## config.mk

```make
export PLATFORM = sky130hd
export DESIGN_NAME = dma_irq_aggregator
export DESIGN_NICKNAME = d
export VERILOG_FILES = /design/src/rtl/dma_irq_pkg.sv /design/src/rtl/irq_src_group.sv /design/src/rtl/irq_reg_decode.sv /design/src/rtl/irq_arm_ctrl.sv /design/src/rtl/dma_irq_aggregator.sv
export SDC_FILE = /design/constraint.sdc
export NUM_CORES = 1
export LEC_CHECK = 0
export ABC_CLOCK_PERIOD_IN_PS = 1800
export BUFFER_PORTS_ARGS = -buffer_cell sky130_fd_sc_hd__buf_2
export CAP_MARGIN = 30
export CORE_MARGIN = 1.5
export CORE_UTILIZATION = 39
export DETAILED_ROUTE_END_ITERATION = 16
export GPL_TIMING_DRIVEN = 0
export PLACE_DENSITY = 0.67
export RECOVER_POWER = 100
export SLEW_MARGIN = 10
export SYNTH_ARGS = -nofsm -noshare
export SYNTH_HDL_FRONTEND = slang
export SYNTH_SLANG_ARGS = --single-unit
```

## constraint.sdc

```tcl
create_clock -name clk -period 1.8 [get_ports clk]
set_input_delay 0.09 -clock clk [delete_from_list [all_inputs] [get_ports clk]]
set_output_delay 0.09 -clock clk [all_outputs]
set_load 0.02 [all_outputs]
```

## src/rtl/dma_irq_pkg.sv

```systemverilog
package dma_irq_pkg;

    localparam int ADDR_W       = 8;
    localparam int DATA_W       = 32;
    localparam int ERR_W        = 2;
    localparam int HOST_ERR_BIT = 1;

    // upper address nibbles that select each block of registers
    localparam logic [3:0] NIB_TX   = 4'h8;
    localparam logic [3:0] NIB_MISC = 4'h9;
    localparam logic [3:0] NIB_RX   = 4'hA;
    localparam logic [3:0] NIB_ERR  = 4'hB;

    // only host error is implemented in the error group
    localparam logic [ERR_W-1:0] ERR_IMPL = 2'b10;

    typedef enum logic [1:0] {
        GRP_TX   = 2'd0,
        GRP_RX   = 2'd1,
        GRP_ERR  = 2'd2,
        GRP_NONE = 2'd3
    } irq_grp_e;

    // order follows address bits [3:2] inside a group
    typedef enum logic [1:0] {
        VIEW_RAW    = 2'd0,
        VIEW_MASKED = 2'd1,
        VIEW_MSET   = 2'd2,
        VIEW_MCLR   = 2'd3
    } irq_view_e;

    typedef enum logic [1:0] {
        MISC_NONE   = 2'd0,
        MISC_VECTOR = 2'd1,
        MISC_EOI    = 2'd2
    } misc_e;

    typedef struct packed {
        irq_grp_e  grp;
        irq_view_e view;
        misc_e     misc;
    } reg_sel_t;

    function automatic reg_sel_t decode_addr(input logic [ADDR_W-1:0] a);
        reg_sel_t s;
        s.grp  = GRP_NONE;
        s.view = irq_view_e'(a[3:2]);
        s.misc = MISC_NONE;
        if (a[1:0] == 2'b00) begin
            if (a[7:4] == NIB_TX)       s.grp = GRP_TX;
            else if (a[7:4] == NIB_RX)  s.grp = GRP_RX;
            else if (a[7:4] == NIB_ERR) s.grp = GRP_ERR;
            else if (a[7:4] == NIB_MISC) begin
                if (a[3:2] == 2'd0)      s.misc = MISC_VECTOR;
                else if (a[3:2] == 2'd1) s.misc = MISC_EOI;
            end
        end
        return s;
    endfunction

endpackage

```

## src/rtl/irq_src_group.sv

```systemverilog
module irq_src_group #(
    parameter int             W    = 8,
    parameter logic [W-1:0]   IMPL = '1
) (
    input  logic         clk,
    input  logic         rst,
    input  logic [W-1:0] src_pulse,
    input  logic [W-1:0] src_ack,
    input  logic         mset_we,
    input  logic         mclr_we,
    input  logic [W-1:0] wr_bits,
    output logic [W-1:0] raw_o,
    output logic [W-1:0] mask_o,
    output logic [W-1:0] masked_o,
    output logic         any_o
);
    logic [W-1:0] raw_q;
    logic [W-1:0] mask_q;

    // a new pulse takes priority over an acknowledge on the same bit
    always_ff @(posedge clk) begin
        if (rst) begin
            raw_q <= '0;
        end else begin
            raw_q <= ((raw_q & ~src_ack) | src_pulse) & IMPL;
        end
    end

    always_ff @(posedge clk) begin
        if (rst) begin
            mask_q <= '0;
        end else if (mset_we) begin
            mask_q <= (mask_q | wr_bits) & IMPL;
        end else if (mclr_we) begin
            mask_q <= mask_q & ~wr_bits;
        end
    end

    assign raw_o    = raw_q;
    assign mask_o   = mask_q;
    assign masked_o = raw_q & mask_q;
    assign any_o    = |(raw_q & mask_q);
endmodule

```

## src/rtl/irq_reg_decode.sv

```systemverilog
module irq_reg_decode
    import dma_irq_pkg::*;
(
    input  logic              reg_wr,
    input  logic [ADDR_W-1:0] reg_addr,
    input  logic [DATA_W-1:0] reg_wdata,
    output logic [2:0]        mset_we,
    output logic [2:0]        mclr_we,
    output logic              eoi_wr
);
    reg_sel_t sel;

    always_comb begin
        sel     = decode_addr(reg_addr);
        mset_we = '0;
        mclr_we = '0;
        if (reg_wr && sel.grp != GRP_NONE) begin
            if (sel.view == VIEW_MSET) mset_we[sel.grp] = 1'b1;
            if (sel.view == VIEW_MCLR) mclr_we[sel.grp] = 1'b1;
        end
        eoi_wr = reg_wr && (sel.misc == MISC_EOI) && (reg_wdata == '0);
    end
endmodule

```

## src/rtl/irq_arm_ctrl.sv

```systemverilog
module irq_arm_ctrl (
    input  logic clk,
    input  logic rst,
    input  logic pending,
    input  logic eoi,
    output logic irq_o
);
    logic armed_q;
    logic irq_q;

    always_ff @(posedge clk) begin
        if (rst) begin
            armed_q <= 1'b1;
            irq_q   <= 1'b0;
        end else if (eoi) begin
            armed_q <= 1'b1;
            irq_q   <= 1'b0;
        end else if (armed_q && pending) begin
            armed_q <= 1'b0;
            irq_q   <= 1'b1;
        end else if (!pending) begin
            irq_q   <= 1'b0;
        end
    end

    assign irq_o = irq_q;
endmodule

```

## src/rtl/dma_irq_aggregator.sv

```systemverilog
module dma_irq_aggregator
    import dma_irq_pkg::*;
#(
    parameter int NUM_CH = 8
) (
    input  logic              clk,
    input  logic              rst,
    input  logic [NUM_CH-1:0] tx_done,
    input  logic [NUM_CH-1:0] tx_ack,
    input  logic [NUM_CH-1:0] rx_done,
    input  logic [NUM_CH-1:0] rx_ack,
    input  logic              host_err,
    input  logic              host_err_ack,
    input  logic              reg_wr,
    input  logic              reg_rd,
    input  logic [ADDR_W-1:0] reg_addr,
    input  logic [DATA_W-1:0] reg_wdata,
    output logic [DATA_W-1:0] reg_rdata,
    output logic              irq_out
);
    // vector word holds both channel groups plus host error; NUM_CH <= 15
    localparam int VEC_HOST = 2 * NUM_CH;

    logic [2:0]        mset_we;
    logic [2:0]        mclr_we;
    logic              eoi_wr;

    logic [NUM_CH-1:0] ch_done   [2];
    logic [NUM_CH-1:0] ch_ack    [2];
    logic [NUM_CH-1:0] ch_raw    [2];
    logic [NUM_CH-1:0] ch_mask   [2];
    logic [NUM_CH-1:0] ch_masked [2];
    logic [1:0]        ch_any;

    logic [ERR_W-1:0]  err_raw;
    logic [ERR_W-1:0]  err_mask;
    logic [ERR_W-1:0]  err_masked;
    logic              err_any;
    logic              pending;

    reg_sel_t          rsel;
    logic [DATA_W-1:0] rd_val;

    assign ch_done[0] = tx_done;
    assign ch_done[1] = rx_done;
    assign ch_ack[0]  = tx_ack;
    assign ch_ack[1]  = rx_ack;

    irq_reg_decode u_dec (
        .reg_wr   (reg_wr),
        .reg_addr (reg_addr),
        .reg_wdata(reg_wdata),
        .mset_we  (mset_we),
        .mclr_we  (mclr_we),
        .eoi_wr   (eoi_wr)
    );

    // index 0 = transmit, 1 = receive, matching the group enum
    for (genvar g = 0; g < 2; g++) begin : g_chan
        irq_src_group #(.W(NUM_CH)) u_grp (
            .clk      (clk),
            .rst      (rst),
            .src_pulse(ch_done[g]),
            .src_ack  (ch_ack[g]),
            .mset_we  (mset_we[g]),
            .mclr_we  (mclr_we[g]),
            .wr_bits  (reg_wdata[NUM_CH-1:0]),
            .raw_o    (ch_raw[g]),
            .mask_o   (ch_mask[g]),
            .masked_o (ch_masked[g]),
            .any_o    (ch_any[g])
        );
    end

    irq_src_group #(.W(ERR_W), .IMPL(ERR_IMPL)) u_err (
        .clk      (clk),
        .rst      (rst),
        .src_pulse({host_err, 1'b0}),
        .src_ack  ({host_err_ack, 1'b0}),
        .mset_we  (mset_we[GRP_ERR]),
        .mclr_we  (mclr_we[GRP_ERR]),
        .wr_bits  (reg_wdata[ERR_W-1:0]),
        .raw_o    (err_raw),
        .mask_o   (err_mask),
        .masked_o (err_masked),
        .any_o    (err_any)
    );

    assign pending = (|ch_any) | err_any;

    irq_arm_ctrl u_arm (
        .clk    (clk),
        .rst    (rst),
        .pending(pending),
        .eoi    (eoi_wr),
        .irq_o  (irq_out)
    );

    always_comb begin
        rsel   = decode_addr(reg_addr);
        rd_val = '0;
        if (rsel.grp == GRP_TX || rsel.grp == GRP_RX) begin
            int gi;
            gi = (rsel.grp == GRP_RX) ? 1 : 0;
            case (rsel.view)
                VIEW_RAW:    rd_val[NUM_CH-1:0] = ch_raw[gi];
                VIEW_MASKED: rd_val[NUM_CH-1:0] = ch_masked[gi];
                default:     rd_val[NUM_CH-1:0] = ch_mask[gi];
            endcase
        end else if (rsel.grp == GRP_ERR) begin
            case (rsel.view)
                VIEW_RAW:    rd_val[ERR_W-1:0] = err_raw;
                VIEW_MASKED: rd_val[ERR_W-1:0] = err_masked;
                default:     rd_val[ERR_W-1:0] = err_mask;
            endcase
        end else if (rsel.misc == MISC_VECTOR) begin
            rd_val[NUM_CH-1:0]        = ch_masked[0];
            rd_val[2*NUM_CH-1:NUM_CH] = ch_masked[1];
            rd_val[VEC_HOST]          = err_masked[HOST_ERR_BIT];
        end
    end

    always_ff @(posedge clk) begin
        if (rst) begin
            reg_rdata <= '0;
        end else if (reg_rd) begin
            reg_rdata <= rd_val;
        end
    end
endmodule

```

### Yosys cells after proc, flatten, opt, wreduce, memory -nomap -nowiden

Index checks and enable logic that the tools add are counted.

| operators by class | value |
|---|---|
| div/mod/pow operators | 0 |
| add/sub/neg operators | 0 |
| reductions and logical operators | 17 |
| $lt $le $gt $ge | 3 |
| bitwise gates (word level) | 22 |
| multipliers | 0 |
| shift operators | 0 |
| equal/unequal tests | 13 |
| mux-type cells | 42 |

Operator list:

| kind | count |
|---|---|
| 8-bit two-way mux | 14 |
| 8-bit bitwise AND | 6 |
| 32-bit by 2-bit >= comparator with 1-bit output (second input constant) | 1 |
| 32-bit zero test | 1 |
| 1-bit inverter with 32-bit output | 1 |
| 8-bit OR | 4 |
| 2-bit two-way mux | 13 |
| 8-bit inverter | 3 |
| 17-bit two-way mux | 1 |
| 4-bit equality test (second input constant) | 4 |
| 8-bit one-hot mux with 2 select lines | 1 |
| 16-bit OR reduction | 1 |
| 15-bit two-way mux | 1 |
| 3-bit two-way mux | 4 |
| 9-bit two-way mux | 1 |
| 2-bit equality test (second input constant) | 4 |
| 2-bit bitwise AND | 3 |
| 2-bit by 1-bit equality test with 1-bit output (second input constant) | 3 |
| 2-bit zero test | 3 |
| 2-bit nonzero test | 3 |
| 2-bit OR reduction | 3 |
| 1-bit logical AND | 5 |
| 1-bit two-way mux | 5 |
| 2-bit != test (second input constant) | 2 |
| other kinds (8) | 10 |

| storage, ports and cells | value |
|---|---|
| output and inout port bits | 33 |
| ROM bits | 0 |
| memory bits (writable) | 0 |
| word-level logic and storage cells | 108 |
| register bits after elaboration | 55 |
| memories kept | 0 |
| bits in latches | 0 |

### Longest topological paths before layout

Gate-level depths: netlist of run 1.

| depth | value |
|---|---|
| depth in word-level cells | 13 |
| depth in mapped cells | 6 |
| depth with buffers taken out | 4 |

### Cells and area by module

From an unflattened synthesis of run 1, not the netlist that was laid out.

| unflattened totals | value |
|---|---|
| cells, all modules | 348 |
| area, all modules | 2,947.8 µm² |

By module, submodules not included:

| module | times used | cells an instance | area each (µm²) |
|---|---|---|---|
| dma_irq_aggregator | 1 | 142 | 1,291.2 |
| irq_src_group at g_chan[0].u_grp ... | 2 | 79 | 629.4 |
| irq_reg_decode | 1 | 26 | 187.7 |
| irq_src_group at u_err | 1 | 16 | 145.1 |
| irq_arm_ctrl | 1 | 6 | 65.1 |

### Worst setup path before layout of run 1

OpenSTA, ideal clock, no wires.

| timing | value |
|---|---|
| path kind | input port to flip-flop |
| start point | input reg_addr[6] |
| end point | register (tool-made name) |
| buffers on the path | 1 |
| arrival time | 1,360 ps |
| data required time | 1,668 ps |
| setup slack | 307 ps |
| library setup time | 132 ps |
| cell stages on the path | 5 |
| path through | or4b_4 > buf_6 > nor4_4 > nand2_1 > mux2i_1 |

RTL lines:

| item | RTL line | RTL |
|---|---|---|
| start, declared | dma_irq_aggregator.sv:16 | `input logic [ADDR_W-1:0] reg_addr,` |

==> results of run 1 <==
## cells by family after synthesis
group | Yosys count
buf+inv | 53
simple gates | 119
compound gates | 72
other cells | 1
flops | 54
mux | 26
## per-layer routing
layer | up-vias | share of wire (%) | global-route usage [%]
met3 | 12 | 5.2 | 3.81
met4 | 0 | 1.6 | 7.04
met1 | 1254 | 43 | 25.3
met2 | 98 | 50 | 39.7
li1 | 1378 | - | -
met5 | - | 0 | 0
## power by group through the flow
stage,sequential [uW],clock (uW),combinational (uW)
2_1_floorplan,1270,0,182
3_3_place_gp,1280,0,308
3_5_place_dp,1280,0,313
4_1_cts,1250,686,340
5_1_grt,1260,738,374
6_report,1260,669,338
## Yosys cell counts (6+ instances only)
cell type,instances,area (sq um)
sky130_fd_sc_hd__nor2_1,24,90.1
sky130_fd_sc_hd__inv_1,19,71.3
sky130_fd_sc_hd__o221ai_1,7,61.3
sky130_fd_sc_hd__mux2i_1,21,210
sky130_fd_sc_hd__nand2b_1,19,119
sky130_fd_sc_hd__nand2_1,38,143
sky130_fd_sc_hd__nor4_1,7,43.8
sky130_fd_sc_hd__clkbuf_1,16,60.1
sky130_fd_sc_hd__nand4_1,12,75.1
sky130_fd_sc_hd__o21ai_0,6,30.0
sky130_fd_sc_hd__dfxtp_1,54,1080
sky130_fd_sc_hd__a21oi_1,36,180
sky130_fd_sc_hd__a22oi_1,6,45.0
sky130_fd_sc_hd__buf_4,15,113
## cell type report
| cell class | count | share of cell area, % |
|---|---|---|
| multi-input cells | 232 | 39.7 |
| flip-flops and latches | 54 | 30.7 |
| repair buffers | 108 | 16.9 |
| plain buffers | 33 | 5.37 |
| well taps | 80 | 2.84 |
| inverters | 20 | 2.13 |
| clock buffers | 5 | 1.96 |
| clock inverters | 2 | 0.391 |
## worst max-delay path, cell delays in order
cell and delay (ns):
sky130_fd_sc_hd__clkbuf_1 0.08, sky130_fd_sc_hd__or4b_1 0.60, sky130_fd_sc_hd__nor4_2 0.69, sky130_fd_sc_hd__nand2_1 0.15, sky130_fd_sc_hd__mux2i_1 0.15
## worst paths after layout
path,from,endpoint,slack (ns),cells after the start
min reg2reg,u_err.mask_o[0],u_err.mask_o[0],0.45,1
max reg2reg,g_chan[0].u_grp.raw_o[5],u_arm.armed_q,0.36,4
max,reg_addr[6],flip-flop,0.21,5
min,tx_done[0],g_chan[0].u_grp.raw_o[0],-0.003,3
## per-stage QoR
step	setup TNS, ns	utilization (%)
finish	0	52.1
global route	0	52.1
CTS	0	52.6
detailed placement	-0.0808	49.1
global placement	-0.0144	49.1
floorplan	0	-
## what timing repair did
item                                   CTS  global route
hold buffers                            16             0
endpoints found under the hold margin   16             0
buffers inserted                         0             0
==> run_summary.xml, run 1 <==
<?xml version="1.0" encoding="UTF-8"?>
<metrics>
  <group name="routing">
    <metric name="via_per_inst" unit="">5.13</metric>
    <metric name="router_iterations_before_antenna_repair" unit="">4</metric>
    <metric name="drt-wirelength-per-cell" unit="um">14.4</metric>
    <metric name="drt_drc_violations_left" unit="">0</metric>
    <metric name="drt.antenna.violating_nets" unit="">0</metric>
    <metric name="route.final.wire_length" unit="um">7680</metric>
    <metric name="drt_iter0_markers" unit="">97</metric>
    <metric name="route.vias.total" unit="">2742</metric>
  </group>
  <group name="clock_network">
    <metric name="post_cts_resize_count" unit="">0</metric>
    <metric name="cts_tree" unit="">done</metric>
    <metric name="tritoncts.num_buffers" unit="">5</metric>
    <metric name="cts_buffer_depth" unit="">2</metric>
    <metric name="cts_htree_levels" unit="">2</metric>
    <metric name="clock_sinks" unit="">54</metric>
    <metric name="worst_skew_pair.late_latency" unit="ns">0.31</metric>
    <metric name="cts.root.buffer_cell" unit="">sky130_fd_sc_hd__clkbuf_8</metric>
    <metric name="clock_pin_slew_on_the_worst_setup_and_hold_paths" unit="ns">0.10</metric>
  </group>
  <group name="power_and_ir_drop">
    <metric name="combPwrFrac" unit="%">14.9</metric>
    <metric name="seqPwrFrac" unit="%">55.5</metric>
    <metric name="power.share.clock" unit="%">29.6</metric>
    <metric name="internal_power" unit="uW">1650</metric>
    <metric name="ir_worst_vdd" unit="mV">0.338</metric>
    <metric name="cellPowerDensity" unit="mW/mm^2">643</metric>
    <metric name="fin_total_pwr" unit="uW">2260</metric>
    <metric name="switchingPower" unit="uW">607</metric>
    <metric name="p_leak" unit="uW">0.00155</metric>
    <metric name="swShare" unit="%">26.9</metric>
  </group>
  <group name="worst_setup_path">
    <metric name="worst_ep_arrival_time" unit="ns">1.77</metric>
    <metric name="critical_path.startpoint_type" unit="">input pin</metric>
    <metric name="crit_path_end_kind" unit="">flip-flop</metric>
    <metric name="crit_path_max_fanout" unit="">8</metric>
    <metric name="timing.setup.critical_path_class" unit="">in -&gt; reg</metric>
    <metric name="cp_data_required_time" unit="ns">1.98</metric>
  </group>
  <group name="finish">
    <metric name="final_cell_area" unit="sq mm">0.00352</metric>
    <metric name="number_of_filler_instances_in_the_final_layout" unit="">681</metric>
    <metric name="syn_to_final_growth" unit="%">30.3</metric>
    <metric name="layout.cells.non_filler" unit="">534</metric>
    <metric name="multi_input_area" unit="sq mm">0.00140</metric>
    <metric name="drive_gt1_share" unit="%">23.3</metric>
    <metric name="layout_commonest_cell" unit="">sky130_fd_sc_hd__buf_2</metric>
    <metric name="seqCellArea" unit="sq mm">0.00108</metric>
    <metric name="mostFrequentLayoutCells" unit="">sky130_fd_sc_hd__buf_2 (73), sky130_fd_sc_hd__dfxtp_1 (54), sky130_fd_sc_hd__nand2_1 (38)</metric>
    <metric name="diodes" unit="">0</metric>
    <metric name="finalNetCount" unit="">532</metric>
  </group>
  <group name="job">
    <metric name="count_of_maximum_capacitance_violations" unit="">0</metric>
  </group>
  <group name="grt">
    <metric name="wire_length_of_the_first_global_routing_pass" unit="um">12600</metric>
    <metric name="grt_max_degree" unit="">17</metric>
    <metric name="antenna_violations_before_repair" unit="">0</metric>
    <metric name="grtUsageTotal" unit="%">21.6</metric>
    <metric name="grt.overflow.total" unit="">0</metric>
    <metric name="first_global_vias" unit="">2647</metric>
  </group>
  <group name="timing">
    <metric name="post_route_minimum_period" unit="ns">1.59</metric>
    <metric name="timing_worst_slew_pin_value" unit="ns">0.784</metric>
    <metric name="worst_clock_skew" unit="ns">0.0110</metric>
    <metric name="timing.final.max_slew_violations" unit="">0</metric>
    <metric name="period_share" unit="%">88.4</metric>
    <metric name="timing.hold.ws" unit="ns">-0.00292</metric>
    <metric name="final_hold_viol_count" unit="">1</metric>
    <metric name="tightest_slew_margin_relative_to_the_limit" unit="%">47.3</metric>
    <metric name="postLayoutSetupSlackWorst" unit="ns">0.208</metric>
    <metric name="fmaxAchievable" unit="MHz">628</metric>
    <metric name="grt_setup_unrepaired" unit="">false</metric>
    <metric name="setup_violations" unit="">0</metric>
  </group>
  <group name="logic_synthesis">
    <metric name="syn_area" unit="sq mm">0.00270</metric>
    <metric name="synth_top_flop_cell" unit="">sky130_fd_sc_hd__dfxtp_1</metric>
    <metric name="syn-mean-instance-area" unit="sq um">8.31</metric>
    <metric name="synth-adder-area-share" unit="%">0</metric>
    <metric name="dominant_combinational_cell_family_by_area_after_synthesis" unit="">simple AND/OR/NAND/NOR gates</metric>
    <metric name="synthesis.instances" unit="">325</metric>
    <metric name="synth_seq_area_share" unit="%">40.0</metric>
    <metric name="async_sr_flop_fraction" unit="%">0</metric>
    <metric name="synth_seq_cells" unit="">54</metric>
    <metric name="synth-compound-area-share" unit="%">17.1</metric>
    <metric name="post_synth_xor_area_fraction" unit="%">0</metric>
    <metric name="multiplexer_share_of_the_synthesized_area" unit="%">9.87</metric>
    <metric name="synth_edf_count" unit="">0</metric>
    <metric name="synth_simple_gate_area_share" unit="%">23.1</metric>
    <metric name="synth.yosys.warnings" unit="">0</metric>
    <metric name="synthDistinctLibCells" unit="">39</metric>
  </group>
  <group name="place">
    <metric name="dp.final_hpwl" unit="um">5830</metric>
    <metric name="placement.io_buffers" unit="">92</metric>
    <metric name="detailedPlace.worstSlack" unit="ns">-0.0168</metric>
    <metric name="dp_cells" unit="">511</metric>
    <metric name="place_area" unit="sq mm">0.00331</metric>
    <metric name="routabilityCongestion" unit="">0.884</metric>
  </group>
  <group name="floorplan">
    <metric name="design.die.area" unit="sq mm">0.00743</metric>
    <metric name="row_count" unit="">30</metric>
    <metric name="design.portCount" unit="">111</metric>
    <metric name="floorplan.die.height" unit="um">86.2</metric>
    <metric name="die_width" unit="um">86.2</metric>
    <metric name="initial_cell_density_of_the_core" unit="%">40.0</metric>
    <metric name="core_region_area" unit="sq mm">0.00676</metric>
  </group>
  <group name="status">
    <metric name="violations" unit="">negative hold slack</metric>
    <metric name="outcome" unit="">finished with violations</metric>
  </group>
  <group name="min_path">
    <metric name="holdCritPathClass" unit="">in -&gt; reg</metric>
  </group>
</metrics>
Power figures use the tool's default switching activity.
==> run 2, diff against run 1 <==
- PLACE_DENSITY: 0.67 -> 0.66
- SYNTH_HIERARCHICAL: not set -> 1
==> run_summary.xml, run 2 <==
<?xml version="1.0" encoding="UTF-8"?>
<metrics>
  <group name="status">
    <metric name="outcome" unit="">finished with violations</metric>
    <metric name="violations" unit="">negative setup slack</metric>
  </group>
  <group name="timing">
    <metric name="setup_violations" unit="">7</metric>
    <metric name="worst_clock_skew" unit="ns">0.00638</metric>
    <metric name="grt_setup_unrepaired" unit="">true</metric>
    <metric name="final_hold_viol_count" unit="">0</metric>
    <metric name="fmaxAchievable" unit="MHz">487</metric>
    <metric name="tightest_slew_margin_relative_to_the_limit" unit="%">41.9</metric>
    <metric name="postLayoutSetupSlackWorst" unit="ns">-0.252</metric>
    <metric name="timing.final.max_slew_violations" unit="">0</metric>
    <metric name="period_share" unit="%">114</metric>
    <metric name="post_route_minimum_period" unit="ns">2.05</metric>
    <metric name="timing_worst_slew_pin_value" unit="ns">0.860</metric>
    <metric name="timing.hold.ws" unit="ns">0.00367</metric>
  </group>
  <group name="grt">
    <metric name="grt.overflow.total" unit="">0</metric>
    <metric name="antenna_violations_before_repair" unit="">0</metric>
    <metric name="grtUsageTotal" unit="%">20.7</metric>
    <metric name="wire_length_of_the_first_global_routing_pass" unit="um">13600</metric>
    <metric name="grt_max_degree" unit="">17</metric>
    <metric name="first_global_vias" unit="">2808</metric>
  </group>
  <group name="logic_synthesis">
    <metric name="cell_with_the_most_instances_after_synthesis" unit="">sky130_fd_sc_hd__dfxtp_1</metric>
    <metric name="async_sr_flop_fraction" unit="%">0</metric>
    <metric name="synth_seq_area_share" unit="%">36.7</metric>
    <metric name="synth.yosys.warnings" unit="">6</metric>
    <metric name="synth_top_flop_cell" unit="">sky130_fd_sc_hd__dfxtp_1</metric>
    <metric name="netlist.area_leader.share" unit="%">36.7</metric>
    <metric name="yosys.area.top_type" unit="">sky130_fd_sc_hd__dfxtp_1</metric>
    <metric name="synth.area.top_cells" unit="">sky130_fd_sc_hd__dfxtp_1 (37%), sky130_fd_sc_hd__nor2_1 (6.6%), sky130_fd_sc_hd__a22oi_1 (6.4%)</metric>
    <metric name="syn_area" unit="sq mm">0.00295</metric>
    <metric name="synthesis.instances" unit="">348</metric>
    <metric name="synth_seq_cells" unit="">54</metric>
    <metric name="synthDistinctLibCells" unit="">50</metric>
    <metric name="synth_top_cells_by_count" unit="">sky130_fd_sc_hd__dfxtp_1 (54), sky130_fd_sc_hd__nor2_1 (52), sky130_fd_sc_hd__a22oi_1 (25)</metric>
    <metric name="synth_edf_count" unit="">0</metric>
    <metric name="syn-mean-instance-area" unit="sq um">8.47</metric>
  </group>
  <group name="floorplan">
    <metric name="initial_cell_density_of_the_core" unit="%">40.4</metric>
    <metric name="design.portCount" unit="">111</metric>
    <metric name="die_width" unit="um">89.9</metric>
    <metric name="core_region_area" unit="sq mm">0.00729</metric>
    <metric name="row_count" unit="">31</metric>
    <metric name="design.die.area" unit="sq mm">0.00809</metric>
    <metric name="floorplan.die.height" unit="um">89.9</metric>
  </group>
  <group name="routing">
    <metric name="via_per_inst" unit="">5.17</metric>
    <metric name="drt_iter0_markers" unit="">226</metric>
    <metric name="route.vias.total" unit="">3015</metric>
    <metric name="drt.antenna.violating_nets" unit="">0</metric>
    <metric name="drt_drc_violations_left" unit="">0</metric>
    <metric name="router_iterations_before_antenna_repair" unit="">5</metric>
    <metric name="route.final.wire_length" unit="um">8310</metric>
    <metric name="drt-wirelength-per-cell" unit="um">14.3</metric>
  </group>
  <group name="worst_setup_path">
    <metric name="cp_top_family" unit="">simple AND/OR/NAND/NOR gates</metric>
    <metric name="timing.setup.critical_path_class" unit="">reg -&gt; reg</metric>
    <metric name="critical_path_buf_inv_count" unit="">0</metric>
    <metric name="crit_path_end_kind" unit="">flip-flop</metric>
    <metric name="crit_path_max_fanout" unit="">2</metric>
    <metric name="crit_path_cell_trace" unit="">and2_4 &gt; or4_1 &gt; or4_1 &gt; or3_4 &gt; o211a_1</metric>
    <metric name="critical_path.startpoint_type" unit="">flip-flop</metric>
    <metric name="cp_data_required_time" unit="ns">2.01</metric>
    <metric name="cp_common_cell" unit="">sky130_fd_sc_hd__or4_1</metric>
    <metric name="cpPeakStageDelay" unit="ns">0.52</metric>
    <metric name="worst_ep_arrival_time" unit="ns">2.26</metric>
    <metric name="critPathSlowestCell" unit="">sky130_fd_sc_hd__or4_1</metric>
  </group>
  <group name="power_and_ir_drop">
    <metric name="p_leak" unit="uW">0.00168</metric>
    <metric name="ir_worst_vdd" unit="mV">0.340</metric>
    <metric name="cellPowerDensity" unit="mW/mm^2">628</metric>
  </group>
  <group name="place">
    <metric name="routabilityCongestion" unit="">0.890</metric>
    <metric name="placement.io_buffers" unit="">95</metric>
    <metric name="detailedPlace.worstSlack" unit="ns">-0.286</metric>
    <metric name="place_area" unit="sq mm">0.00360</metric>
    <metric name="dp.final_hpwl" unit="um">6270</metric>
  </group>
  <group name="finish">
    <metric name="final_cell_area" unit="sq mm">0.00384</metric>
    <metric name="finalNetCount" unit="">561</metric>
    <metric name="mostFrequentLayoutCells" unit="">sky130_fd_sc_hd__buf_2 (75), sky130_fd_sc_hd__nor2_1 (52), sky130_fd_sc_hd__dfxtp_1 (50)</metric>
    <metric name="syn_to_final_growth" unit="%">30.4</metric>
    <metric name="diodes" unit="">0</metric>
    <metric name="layout_commonest_cell" unit="">sky130_fd_sc_hd__buf_2</metric>
    <metric name="drive_gt1_share" unit="%">26.7</metric>
  </group>
  <group name="clock_network">
    <metric name="cts_htree_levels" unit="">2</metric>
    <metric name="clock_pin_slew_on_the_worst_setup_and_hold_paths" unit="ns">0.09</metric>
    <metric name="cts_tree" unit="">done</metric>
    <metric name="cts.root.buffer_cell" unit="">sky130_fd_sc_hd__clkbuf_8</metric>
    <metric name="clock_sinks" unit="">54</metric>
    <metric name="worst_skew_pair.late_latency" unit="ns">0.31</metric>
    <metric name="tritoncts.num_buffers" unit="">5</metric>
    <metric name="cts_buffer_depth" unit="">2</metric>
  </group>
  <group name="job">
    <metric name="count_of_maximum_capacitance_violations" unit="">0</metric>
  </group>
  <group name="min_path">
    <metric name="holdCritPathClass" unit="">in -&gt; reg</metric>
  </group>
</metrics>
## run 2: final cells by class
type,count,area [sq um]
timing repair buffer,113,622
fill,721,3450
tap,99,124
clock buffer,6,72.6
multi-input combinational,251,1600
sequential,54,1090
inverter,23,86.3
clock inverter,2,37.5
buffer,35,213
## run 2: power breakdown
part,total [uW],switching [uW],leakage (uW),internal [uW]
Clock,812,397,0.0000514,415
Sequential,1250,24.0,0.000441,1220
Combinational,356,184,0.00118,172
## run 2: worst reg2reg max path: cells and delay by family, from the launching register on
kind / cells / cell delay (ns)
compound gates: 1 / 0.11
flops: 1 / 0.33
simple gates: 4 / 1.50
## run 2: metal layers
layer	part of all wire, %	up-vias	GRT usage, %
met1	44	1411	27.3
li1	-	1471	-
met3	6.3	15	3.47
met5	0	-	0
met4	1.4	0	5.56
met2	48	118	35.1
## run 2: cells by family (layout without fill, tap and decap cells)
kind of cell	count (synthesis)	count (layout)	synth area share (%)
muxes	20	20	9.00
and+or+nand+nor	140	140	26.0
DFF	54	54	36.7
other	2	17	0.255
AOI/OAI and AO/OA	74	74	17.8
buffers and inverters	58	179	10.3
## run 2: path summary, 6_finish.rpt
kind                               startpoint                  endpoint  slack, ns  cells past startpoint
worst min-delay path               rx_done[3]  g_chan[1].u_grp/raw_o[3]      0.004                      3
worst max-delay path                flip-flop               u_arm/irq_o      -0.25                      5
worst max register to register      flip-flop               u_arm/irq_o      -0.25                      5
worst min register to register  u_arm/armed_q             u_arm/armed_q       0.46                      2
## run 2: timing repair
item / CTS / global route
hold buffers: 15 / 0
pin swaps: 2 / 0
resized for setup: 6 / 2
buffers inserted: 3 / 0
setup endpoints to repair: 2 / 2
endpoints found under the hold margin: 15 / 0
## run 2: through the flow
stage          setup TNS, ns  cells  power, uW  utilization (%)
5_1_grt                -1.35    583       2520             52.7
3_5_place_dp          -0.558    557       1600             49.4
2_1_floorplan         -0.208    363       1450                -
6_report              -0.627    583       2410             52.7
3_3_place_gp          -0.518    557       1600             49.4
4_1_cts               -0.504    583       2430             53.4
==> run 3, diff against run 2 <==
--- a/config.mk
+++ b/config.mk
@@ -7,5 +7,5 @@
 export LEC_CHECK = 0
 export ABC_CLOCK_PERIOD_IN_PS = 1800
-export BUFFER_PORTS_ARGS = -buffer_cell sky130_fd_sc_hd__buf_2
+export BUFFER_PORTS_ARGS = -buffer_cell sky130_fd_sc_hd__buf_4
 export CAP_MARGIN = 30
 export CORE_MARGIN = 1.5
==> constraint.sdc (replaced) <==
create_clock -name clk -period 1.8 [get_ports clk]
set_input_delay 0.09 -clock clk [delete_from_list [all_inputs] [get_ports clk]]
set_output_delay 0.09 -clock clk [all_outputs]
set_load 0.05 [all_outputs]
==> run_summary.xml, run 3 (same netlist as run 2, synthesis figures left out) <==
<?xml version="1.0" encoding="UTF-8"?>
<metrics>
  <group name="timing">
    <metric name="postLayoutSetupSlackWorst" unit="ns">-0.237</metric>
    <metric name="worst_clock_skew" unit="ns">0.00522</metric>
    <metric name="post_route_minimum_period" unit="ns">2.04</metric>
    <metric name="fmaxAchievable" unit="MHz">491</metric>
    <metric name="setup_violations" unit="">2</metric>
    <metric name="timing_worst_slew_pin_value" unit="ns">0.758</metric>
    <metric name="grt_setup_unrepaired" unit="">true</metric>
    <metric name="tightest_slew_margin_relative_to_the_limit" unit="%">48.7</metric>
    <metric name="period_share" unit="%">113</metric>
    <metric name="timing.final.max_slew_violations" unit="">0</metric>
    <metric name="timing.hold.ws" unit="ns">0.000473</metric>
    <metric name="final_hold_viol_count" unit="">0</metric>
  </group>
  <group name="finish">
    <metric name="diodes" unit="">0</metric>
    <metric name="finalNetCount" unit="">567</metric>
    <metric name="number_of_filler_instances_in_the_final_layout" unit="">727</metric>
    <metric name="syn_to_final_growth" unit="%">38.1</metric>
    <metric name="drive_gt1_share" unit="%">28.6</metric>
    <metric name="mostFrequentLayoutCells" unit="">sky130_fd_sc_hd__buf_4 (99), sky130_fd_sc_hd__nor2_1 (52), sky130_fd_sc_hd__dfxtp_1 (47)</metric>
    <metric name="finished_core_util" unit="%">55.8</metric>
    <metric name="layout_commonest_cell" unit="">sky130_fd_sc_hd__buf_4</metric>
  </group>
  <group name="status">
    <metric name="violations" unit="">negative setup slack</metric>
    <metric name="outcome" unit="">finished with violations</metric>
  </group>
  <group name="worst_setup_path">
    <metric name="cp_data_required_time" unit="ns">2.01</metric>
    <metric name="r2r_setup_slack" unit="ns">-0.24</metric>
    <metric name="timing.setup.critical_path_class" unit="">reg -&gt; reg</metric>
    <metric name="crit_path_max_fanout" unit="">2</metric>
    <metric name="cp_top_family" unit="">simple AND/OR/NAND/NOR gates</metric>
    <metric name="critical_path_buf_inv_count" unit="">0</metric>
    <metric name="critPathSlowestCell" unit="">sky130_fd_sc_hd__or4_1</metric>
    <metric name="cpPeakStageDelay" unit="ns">0.53</metric>
    <metric name="crit_path_end_kind" unit="">flip-flop</metric>
    <metric name="worst_ep_arrival_time" unit="ns">2.25</metric>
    <metric name="critical_path.startpoint_type" unit="">flip-flop</metric>
    <metric name="crit_path_cell_trace" unit="">and2_4 &gt; or4_1 &gt; or4_1 &gt; or3_4 &gt; o211a_1</metric>
    <metric name="cp_common_cell" unit="">sky130_fd_sc_hd__or4_1</metric>
  </group>
  <group name="power_and_ir_drop">
    <metric name="seqPwrFrac" unit="%">52.1</metric>
    <metric name="switchingPower" unit="uW">631</metric>
    <metric name="p_leak" unit="uW">0.00177</metric>
    <metric name="ir_worst_vdd" unit="mV">0.345</metric>
    <metric name="internal_power" unit="uW">1760</metric>
    <metric name="cellPowerDensity" unit="mW/mm^2">587</metric>
    <metric name="fin_total_pwr" unit="uW">2390</metric>
    <metric name="swShare" unit="%">26.4</metric>
    <metric name="combPwrFrac" unit="%">19.0</metric>
    <metric name="power.share.clock" unit="%">28.9</metric>
  </group>
  <group name="routing">
    <metric name="drt_iter0_markers" unit="">146</metric>
    <metric name="drt_drc_violations_left" unit="">0</metric>
    <metric name="route.vias.total" unit="">2974</metric>
    <metric name="router_iterations_before_antenna_repair" unit="">4</metric>
    <metric name="via_per_inst" unit="">5.05</metric>
    <metric name="drt.antenna.violating_nets" unit="">0</metric>
    <metric name="drt-wirelength-per-cell" unit="um">13.9</metric>
    <metric name="route.final.wire_length" unit="um">8200</metric>
  </group>
  <group name="floorplan">
    <metric name="design.portCount" unit="">111</metric>
    <metric name="die_width" unit="um">89.9</metric>
    <metric name="initial_cell_density_of_the_core" unit="%">40.4</metric>
    <metric name="design.die.area" unit="sq mm">0.00809</metric>
    <metric name="floorplan.die.height" unit="um">89.9</metric>
    <metric name="row_count" unit="">31</metric>
    <metric name="core_region_area" unit="sq mm">0.00729</metric>
  </group>
  <group name="clock_network">
    <metric name="worst_skew_pair.late_latency" unit="ns">0.31</metric>
    <metric name="cts_buffer_depth" unit="">2</metric>
    <metric name="clock_pin_slew_on_the_worst_setup_and_hold_paths" unit="ns">0.09</metric>
    <metric name="cts_tree" unit="">done</metric>
    <metric name="cts_htree_levels" unit="">2</metric>
    <metric name="clock_sinks" unit="">54</metric>
    <metric name="cts.root.buffer_cell" unit="">sky130_fd_sc_hd__clkbuf_8</metric>
    <metric name="tritoncts.num_buffers" unit="">5</metric>
  </group>
  <group name="grt">
    <metric name="wire_length_of_the_first_global_routing_pass" unit="um">13400</metric>
    <metric name="grt_max_degree" unit="">16</metric>
    <metric name="first_global_vias" unit="">2797</metric>
    <metric name="grt.overflow.total" unit="">0</metric>
    <metric name="antenna_violations_before_repair" unit="">0</metric>
    <metric name="grtUsageTotal" unit="%">20.2</metric>
  </group>
  <group name="place">
    <metric name="routabilityCongestion" unit="">0.869</metric>
    <metric name="dp.final_hpwl" unit="um">6290</metric>
    <metric name="placement.io_buffers" unit="">95</metric>
  </group>
  <group name="min_path">
    <metric name="holdCritPathClass" unit="">in -&gt; reg</metric>
    <metric name="min_from" unit="">tx_done[4]</metric>
  </group>
  <group name="job">
    <metric name="count_of_maximum_capacitance_violations" unit="">0</metric>
  </group>
</metrics>
## run 3: metal layers
metal	share of wire [%]	vias to the layer above	GRT usage [%]
li1	-	1484	-
met1	45	1385	26.3
met2	47	93	34.6
met3	5.9	12	3.64
met4	1.4	0	5.29
met5	0	-	0
## run 3: power by group through the flow
stage / clock, uW / combinational (uW) / sequential [uW]
CTS: 703 / 459 / 1250
detailed placement: 0 / 422 / 1270
floorplan: 0 / 229 / 1270
global placement: 0 / 418 / 1270
finish: 690 / 454 / 1250
global route: 745 / 490 / 1250
## run 3: final timing paths
kind	end	depth (start not counted)
max	u_arm/irq_o	5
min	g_chan[0].u_grp/raw_o[4]	3
max reg2reg	u_arm/irq_o	5
min reg2reg	u_err/mask_o[0]	2
## run 3: area by class of cell
cell class	count	area (sq um)	area share (%)
clock buffer	7	86.3	2.12
multi-input combinational	251	1610	39.5
timing repair buffer	119	858	21.1
clock inverter	1	5.00	0.123
inverter	23	86.3	2.12
buffer	35	213	5.23
tap	99	124	3.04
sequential	54	1090	26.8
## run 3: worst register-to-register path: stages (launching register included)
cell                      delay, ns
sky130_fd_sc_hd__dfxtp_2       0.33
sky130_fd_sc_hd__and2_4        0.15
sky130_fd_sc_hd__or4_1         0.53
sky130_fd_sc_hd__or4_1         0.42
sky130_fd_sc_hd__or3_4         0.40
sky130_fd_sc_hd__o211a_1       0.12
## run 3: through the flow
stage / setup slack, ns / instance area [sq um] / instances / setup TNS [ns]
after global placement: -0.274 / 3840 / 557 / -0.532
after floorplan: -0.117 / 3000 / 363 / -0.209
after global routing: -0.298 / 4070 / 589 / -1.41
final: -0.237 / 4070 / 589 / -0.425
after detailed placement: -0.277 / 3840 / 557 / -0.530
after CTS: -0.248 / 4150 / 586 / -0.467
## run 3: timing repair
action	in CTS	in global routing
gates resized for setup	8	6
buffers inserted	5	3
endpoints found under the hold margin	16	0
hold buffers	16	0
setup endpoints to repair	2	2
pin swaps	2	2
